## src/rtl/bac_pkg.sv

```systemverilog
package bac_pkg;
  typedef enum logic [2:0] {
    OP_HOLD  = 3'd0,
    OP_CLEAR = 3'd1,
    OP_LOAD  = 3'd2,
    OP_STEP  = 3'd3,
    OP_PEEK  = 3'd4
  } bac_op_e;
endpackage

```

## src/rtl/bac_decode.sv

```systemverilog
module bac_decode
  import bac_pkg::*;
(
  input  logic    clr_n,
  input  logic    ld_n,
  input  logic    step_n,
  input  logic    peek,
  output bac_op_e op
);
  // Priority: clear, load, readout (holds), step, hold
  always_comb begin
    if (!clr_n)       op = OP_CLEAR;
    else if (!ld_n)   op = OP_LOAD;
    else if (peek)    op = OP_PEEK;
    else if (!step_n) op = OP_STEP;
    else              op = OP_HOLD;
  end

  always_comb begin
    assert (!(op == OP_STEP && (!ld_n || !clr_n || peek)))
      else $error("AST_STEP_EXCLUSIVE failed");
  end
endmodule

```

## src/rtl/bac_count.sv

```systemverilog
module bac_count
  import bac_pkg::*;
#(
  parameter int AW = 15
) (
  input  logic          clk,
  input  logic          rst,
  input  bac_op_e       op,
  input  logic [AW-1:0] ext_addr,
  output logic [AW-1:0] count
);
  localparam logic [AW-1:0] ONE = {{(AW-1){1'b0}}, 1'b1};

  logic [AW-1:0] nxt;

  always_comb begin
    unique case (op)
      OP_CLEAR: nxt = '0;
      OP_LOAD:  nxt = ext_addr;
      OP_STEP:  nxt = count + ONE;
      default:  nxt = count;
    endcase
  end

  always_ff @(posedge clk) begin
    if (rst) count <= '0;
    else     count <= nxt;
  end

  AST_STEP_WRAPS: assert property (@(posedge clk) disable iff (rst)
    (op == OP_STEP && count == '1) |=> count == '0);
  AST_PEEK_HOLDS: assert property (@(posedge clk) disable iff (rst)
    (op == OP_PEEK) |=> $stable(count));
endmodule

```

## src/rtl/bac_readout.sv

```systemverilog
module bac_readout #(
  parameter int AW = 15
) (
  input  logic          clk,
  input  logic          rst,
  input  logic          req,
  input  logic [AW-1:0] count,
  output logic [AW-1:0] bus,
  output logic          oe
);
  always_ff @(posedge clk) begin
    if (rst) begin
      bus <= '0;
      oe  <= 1'b0;
    end else begin
      oe  <= req;
      bus <= req ? count : '0;
    end
  end

  AST_READOUT_SHOWS: assert property (@(posedge clk) disable iff (rst)
    req |=> (oe && bus == $past(count)));
  AST_READOUT_IDLE: assert property (@(posedge clk) disable iff (rst)
    !req |=> (!oe && bus == '0));
endmodule

```

## src/rtl/burst_addr_counter.sv

```systemverilog
module burst_addr_counter
  import bac_pkg::*;
#(
  parameter int AW = 15
) (
  input  logic          clk,
  input  logic          rst,
  input  logic [AW-1:0] ext_addr_i,
  input  logic          adr_ld_n,
  input  logic          cnt_step_n,
  input  logic          cnt_clr_n,
  input  logic          rd_req_i,
  output logic [AW-1:0] addr_o,
  output logic [AW-1:0] rd_bus_o,
  output logic          rd_oe_o
);
  bac_op_e       op;
  logic [AW-1:0] count;

  bac_decode u_decode (
    .clr_n (cnt_clr_n),
    .ld_n  (adr_ld_n),
    .step_n(cnt_step_n),
    .peek  (rd_req_i),
    .op    (op)
  );

  bac_count #(.AW(AW)) u_count (
    .clk     (clk),
    .rst     (rst),
    .op      (op),
    .ext_addr(ext_addr_i),
    .count   (count)
  );

  bac_readout #(.AW(AW)) u_readout (
    .clk  (clk),
    .rst  (rst),
    .req  (rd_req_i),
    .count(count),
    .bus  (rd_bus_o),
    .oe   (rd_oe_o)
  );

  assign addr_o = count;

  AST_RESET_STATE: assert property (@(posedge clk)
    rst |=> (addr_o == '0 && !rd_oe_o && rd_bus_o == '0));
  AST_LOAD_TAKES: assert property (@(posedge clk) disable iff (rst)
    (cnt_clr_n && !adr_ld_n) |=> addr_o == $past(ext_addr_i));
  AST_CLEAR_ZERO: assert property (@(posedge clk) disable iff (rst)
    !cnt_clr_n |=> addr_o == '0);
  AST_STEP_ADDS: assert property (@(posedge clk) disable iff (rst)
    (cnt_clr_n && adr_ld_n && !rd_req_i && !cnt_step_n)
      |=> addr_o == $past(addr_o) + 1'b1);
  AST_HOLD_STILL: assert property (@(posedge clk) disable iff (rst)
    (cnt_clr_n && adr_ld_n && cnt_step_n) |=> $stable(addr_o));
endmodule

```

## config.mk

```make
export PLATFORM = sky130hd
export DESIGN_NAME = burst_addr_counter
export DESIGN_NICKNAME = d
export VERILOG_FILES = /design/src/rtl/bac_pkg.sv /design/src/rtl/bac_decode.sv /design/src/rtl/bac_count.sv /design/src/rtl/bac_readout.sv /design/src/rtl/burst_addr_counter.sv
export SDC_FILE = /design/constraint.sdc
export NUM_CORES = 1
export LEC_CHECK = 0
export ABC_CLOCK_PERIOD_IN_PS = 1800
export BUFFER_PORTS_ARGS = -buffer_cell sky130_fd_sc_hd__buf_4
export CORE_MARGIN = 3
export CORE_UTILIZATION = 46
export CTS_CLUSTER_DIAMETER = 80
export DETAILED_ROUTE_END_ITERATION = 8
export PLACE_DENSITY = 0.74
export SETUP_SLACK_MARGIN = 0.2
export SLEW_MARGIN = 25
export SYNTH_ARGS = -nofsm -noshare
export SYNTH_HDL_FRONTEND = slang
export SYNTH_SLANG_ARGS = --single-unit
```

## constraint.sdc

```tcl
create_clock -name clk -period 1.8 [get_ports clk]
set_clock_uncertainty 0.05 [all_clocks]
set_input_delay 0.09 -clock clk [delete_from_list [all_inputs] [get_ports clk]]
set_output_delay 0.09 -clock clk [all_outputs]
set_load 0.01 [all_outputs]
```

# After elaboration in Yosys (flattened, before gate mapping)
# Index checks and enable logic that the tools add are counted.
# Widths: inputs -> output; s select.
# word_totals
output_inout_bits,31
reg_bits,31
in_bits,21
# classes
add_sub_neg,1
eq_ne,3
n_bitwise,1
n_mux,5
n_reduce_logical,2
# ops
cell,count
$pmux 15 s3,1
$add 15x1->15 const B,1
$mux 3,3
$eq 3x2->1 const B,2
$eq 3x1->1 const B,1
$reduce_bool 3->1,1
$mux 2,1
$reduce_or 2->1,1
$not 1->1,1

# Logic depth before layout (Yosys ltp)
# depth
word_depth,6
ltp_mapped,5
mapped_depth_nobuf,5

# Modules after synthesis
# Synthesis repeated with hierarchy kept, for this count alone.
# unflattened
cells_unflattened,163
hier_area_um2,1505.2
# by_module_without_submodules
module,area_per_inst_um2,cells_per_inst,instances
bac_count,993.5,124,1
bac_readout,476.7,34,1
bac_decode,35.0,5,1

# Worst setup path after synthesis
# Ideal clock, no wire load.
# synth_path
path_kind,register to register
start,register u_count.count[0]
end,register u_count.count[14]
slack_ps,345
t_arrival_ps,1319
stages_incl_launch_ff,6
setup_ps,86
n_path_buf,0
cell_sequence,dfxtp_1 ha_1 nor3b_2 nand4_1 xor2_1 a211oi_1
# synth_between
elab_chain_len,2
# synth_lines
element,line_no,text
start: declaration,bac_count.sv:10,output logic [AW-1:0] count
start signal: assignment,bac_count.sv:27,else count <= nxt;
$add 15x1->15,bac_count.sv:20,OP_STEP: nxt = count + ONE;
$pmux 15 s3,bac_count.sv:17,unique case (op)
# Every way passes these cells.
# A chain may end at the register's enable or synchronous reset.

# Final worst setup path
# layout_path
start,register u_count.count[6]
end,register u_count.count[10]
# The elaborated chain is that of the path after synthesis.

==> flow_results.xml <==
<?xml version="1.0" encoding="UTF-8"?>
<metrics>
  <group name="run_status">
    <metric name="outcome" unit="">complete, no violations</metric>
  </group>
  <group name="setup_path">
    <metric name="arrival" unit="ns">1.69</metric>
    <metric name="critical_path.n_buffers_inverters" unit="">0</metric>
    <metric name="crit_slowest_cell" unit="">sky130_fd_sc_hd__dfxtp_1</metric>
    <metric name="crit_path_max_incr_delay" unit="ns">0.51</metric>
    <metric name="worstSetupStartpointType" unit="">flop</metric>
    <metric name="number_of_cells_traversed_by_the_worst_register_to_register_path" unit="">4</metric>
    <metric name="crit_chain" unit="">and4bb_1 &gt; nand4_1 &gt; xor2_1 &gt; a211oi_1</metric>
    <metric name="worst-endpoint-required" unit="ns">1.99</metric>
    <metric name="critical_path.max_fanout" unit="">9</metric>
    <metric name="regToRegStartpoint" unit="">u_count.count[6]</metric>
    <metric name="critPathLaunch" unit="">u_count.count[6]</metric>
    <metric name="worstSetupEndpointType" unit="">flop</metric>
    <metric name="critPathTopFamily" unit="">flip-flops</metric>
    <metric name="setup.reg_to_reg.worst_slack" unit="ns">0.30</metric>
    <metric name="crit_type" unit="">reg -&gt; reg</metric>
    <metric name="timing.rr.end" unit="">u_count.count[10]</metric>
  </group>
  <group name="logic_synthesis">
    <metric name="post_synth_main_area_contributors" unit="">sky130_fd_sc_hd__dfxtp_1 49%, sky130_fd_sc_hd__xor2_1 8.4%, sky130_fd_sc_hd__and2_1 7.0%, sky130_fd_sc_hd__a211oi_1 6.6%, sky130_fd_sc_hd__nor2_1 4.8%</metric>
    <metric name="synth_nets" unit="">144</metric>
    <metric name="synth-seq-cells" unit="">31</metric>
    <metric name="yosysUniqueCellTypes" unit="">26</metric>
    <metric name="yosysWarningCount" unit="">0</metric>
    <metric name="post_synth_instance_area" unit="mm2">0.00126</metric>
    <metric name="yosysSeqAreaShare" unit="%">49.4</metric>
    <metric name="synth_cells" unit="">122</metric>
    <metric name="syn_avg_cell_area" unit="um2">10.3</metric>
    <metric name="post-synth-top-area-cell" unit="">sky130_fd_sc_hd__dfxtp_1</metric>
    <metric name="synth.top_cell.area_share" unit="%">49.4</metric>
  </group>
  <group name="timing">
    <metric name="setup_viol" unit="">0</metric>
    <metric name="final-hold-violation-count" unit="">0</metric>
    <metric name="achievable-frequency" unit="GHz">0.666</metric>
    <metric name="hold_ws" unit="ns">0.00782</metric>
    <metric name="worst_slew_margin_rel" unit="%">37.0</metric>
    <metric name="post-route-period-util" unit="%">83.4</metric>
    <metric name="worstMarginPinSlew" unit="ns">0.943</metric>
    <metric name="unrepaired_setup_endpoints_after_global_routing" unit="">true</metric>
    <metric name="final_period_minus_worst_setup_slack" unit="ns">1.50</metric>
    <metric name="setup_slack" unit="ns">0.299</metric>
    <metric name="maxSlewViolCount" unit="">0</metric>
    <metric name="setup_tns" unit="ns">0</metric>
  </group>
  <group name="floorplan">
    <metric name="die_width" unit="um">58.3</metric>
    <metric name="ios" unit="">52</metric>
    <metric name="die_height" unit="um">58.3</metric>
    <metric name="die_area" unit="mm2">0.00339</metric>
    <metric name="initial_core_util" unit="%">49.4</metric>
    <metric name="std_cell_rows" unit="">18</metric>
    <metric name="floorplan.core_area" unit="mm2">0.00254</metric>
  </group>
  <group name="global_routing">
    <metric name="gr-total-overflow" unit="">0</metric>
    <metric name="grt_max_degree" unit="">31</metric>
    <metric name="grt.total_usage" unit="%">19.2</metric>
    <metric name="wire_length_of_the_first_global_routing_pass" unit="mm">4.91</metric>
    <metric name="antenna_found_initial" unit="">0</metric>
    <metric name="first_global_vias" unit="">1071</metric>
  </group>
  <group name="drt">
    <metric name="violation_count_after_the_first_detailed_routing_iteration" unit="">19</metric>
    <metric name="remaining_drc_errors" unit="">0</metric>
    <metric name="wl" unit="mm">2.91</metric>
    <metric name="post_drt_via_cell_ratio" unit="">5.15</metric>
    <metric name="number_of_routed_nets_with_antenna_violations" unit="">0</metric>
    <metric name="wl_per_cell" unit="um">13.6</metric>
    <metric name="first_drt_pass_iteration_count" unit="">4</metric>
    <metric name="via_count" unit="">1107</metric>
  </group>
  <group name="hold_path">
    <metric name="min_delay_worst_endpoint" unit="">u_count.count[2]</metric>
    <metric name="hp-class" unit="">in -&gt; reg</metric>
    <metric name="worst_hold_path.num_cells" unit="">3</metric>
    <metric name="worstHoldStart" unit="">ext_addr_i[2]</metric>
  </group>
  <group name="finish">
    <metric name="finalCoreUtilization" unit="%">70.5</metric>
    <metric name="proportion_of_layout_cells_with_a_drive_suffix_above_1" unit="%">37.3</metric>
    <metric name="layout.nets" unit="">206</metric>
    <metric name="most-common-layout-cells" unit="">51 x sky130_fd_sc_hd__buf_4, 29 x sky130_fd_sc_hd__dfxtp_1, 16 x sky130_fd_sc_hd__nor2_1, 14 x sky130_fd_sc_hd__and2_1, 12 x sky130_fd_sc_hd__xor2_1</metric>
    <metric name="num_antenna_cells" unit="">0</metric>
    <metric name="most_common_cell_after_layout_fill_and_taps_aside" unit="">sky130_fd_sc_hd__buf_4</metric>
    <metric name="areaGrowthSynthToFinish" unit="%">42.7</metric>
  </group>
  <group name="clock_network">
    <metric name="clockRootBuffer" unit="">sky130_fd_sc_hd__clkbuf_4</metric>
    <metric name="cts_num_sinks" unit="">31</metric>
    <metric name="cts.clk_slew.worst_paths" unit="ns">0.10</metric>
    <metric name="clk-insertion-delay-late" unit="ns">0.33</metric>
    <metric name="clock_buffer_depth" unit="">2</metric>
    <metric name="tritoncts" unit="">yes</metric>
    <metric name="post-cts-setup-buffers" unit="">0</metric>
    <metric name="cts_inserted_buffers" unit="">5</metric>
    <metric name="cts.htree.levels" unit="">2</metric>
  </group>
  <group name="placement">
    <metric name="io_buffers" unit="">51</metric>
    <metric name="dp_slack" unit="ns">0.218</metric>
    <metric name="globalplace.congestion" unit="">0.837</metric>
    <metric name="place.detailed.hpwl" unit="mm">1.96</metric>
  </group>
  <group name="pwr">
    <metric name="total_leakage_power" unit="nW">0.779</metric>
    <metric name="p_total" unit="mW">1.27</metric>
    <metric name="power-per-cell-area" unit="mW/mm2">709</metric>
    <metric name="worst_ir_drop_vdd" unit="V">0.000653</metric>
  </group>
  <group name="job">
    <metric name="timing.max_cap.violations" unit="">0</metric>
  </group>
</metrics>
## worst register-to-register path, cell delays in order, from the launching register on
cell,delay (ns)
sky130_fd_sc_hd__dfxtp_1,0.51
sky130_fd_sc_hd__and4bb_1,0.33
sky130_fd_sc_hd__nand4_1,0.13
sky130_fd_sc_hd__xor2_1,0.16
sky130_fd_sc_hd__a211oi_1,0.24
## cell usage after synthesis
cell / count
sky130_fd_sc_hd__nand3_1: 3
sky130_fd_sc_hd__clkbuf_8: 2
sky130_fd_sc_hd__ha_1: 1
sky130_fd_sc_hd__nor2b_1: 1
sky130_fd_sc_hd__and2_2: 2
sky130_fd_sc_hd__nand4_1: 7
sky130_fd_sc_hd__xnor2_1: 2
sky130_fd_sc_hd__and3_1: 1
sky130_fd_sc_hd__and2_1: 14
sky130_fd_sc_hd__and4_2: 1
sky130_fd_sc_hd__nand2_1: 3
sky130_fd_sc_hd__nor2_1: 16
sky130_fd_sc_hd__buf_1: 2
sky130_fd_sc_hd__buf_6: 1
sky130_fd_sc_hd__and4bb_2: 1
sky130_fd_sc_hd__clkbuf_1: 1
sky130_fd_sc_hd__xor2_1: 12
sky130_fd_sc_hd__and4_1: 2
sky130_fd_sc_hd__nand2b_1: 1
sky130_fd_sc_hd__a211oi_1: 11
sky130_fd_sc_hd__dfxtp_1: 31
sky130_fd_sc_hd__o21ai_0: 1
sky130_fd_sc_hd__nor3b_2: 1
sky130_fd_sc_hd__a211oi_2: 3
sky130_fd_sc_hd__a311oi_1: 1
sky130_fd_sc_hd__and4bb_1: 1
## power by group
group / leakage, nW / switching [mW] / internal (mW)
clock: 0.0293 / 0.232 / 0.152
combinational: 0.496 / 0.0680 / 0.0894
sequential: 0.253 / 0.0223 / 0.707
total: 0.779 / 0.322 / 0.949
## kinds of logic after synthesis
group	share of synthesized area, %
XOR/XNOR	9.76
flip-flops	49.4
buffers and inverters	3.98
adder cells (fa/ha/maj)	0.996
AO/OA/AOI/OAI	10.7
AND/OR/NAND/NOR	25.2
## registers in the layout, indices dropped and copies added, names as in the netlist
register and flops:
u_readout.oe 1, u_readout.bus 15, u_count.count 15
## repair_timing
action / 4_1_cts / 5_1_grt
endpoints found under the setup margin: 1 / 10
endpoints found under the hold margin: 10 / 0
hold buffers: 10 / 0
resized for setup: 1 / 5
## layout make-up
cell class / instances / area [um2]
tap: 30 / 37.5
clock buffer: 7 / 45.0
multi-input combinational: 85 / 599
clock inverter: 1 / 5.00
fill: 203 / 752
sequential: 31 / 623
timing repair buffer: 61 / 483
## per-stage QoR
| step | cells | cell area (um2) |
|---|---|---|
| 2_1_floorplan | 122 | 1260 |
| 3_3_place_gp | 197 | 1630 |
| 3_5_place_dp | 197 | 1630 |
| 4_1_cts | 215 | 1780 |
| 5_1_grt | 215 | 1790 |
| 6_report | 215 | 1790 |
## worst max path at each step
stage | endpoint | slack, ns | cells past startpoint
2_1_floorplan | u_count.count[14] | 0.35 | 5
3_3_place_gp | u_count.count[14] | 0.29 | 5
3_5_place_dp | u_count.count[14] | 0.22 | 5
4_1_cts | u_count.count[7] | 0.23 | 4
5_1_grt | u_count.count[14] | 0.20 | 5
6_report | u_count.count[10] | 0.30 | 4
## routing by layer
layer / vias to the layer above / part of all wire [%] / track usage [%]
met3: 8 / 5.9 / 6.46
met5: - / 0 / 0
met2: 42 / 52 / 31.9
li1: 553 / - / -
met1: 504 / 40 / 22.5
met4: 0 / 2.3 / 7.95
Power figures use the tool's default switching activity.
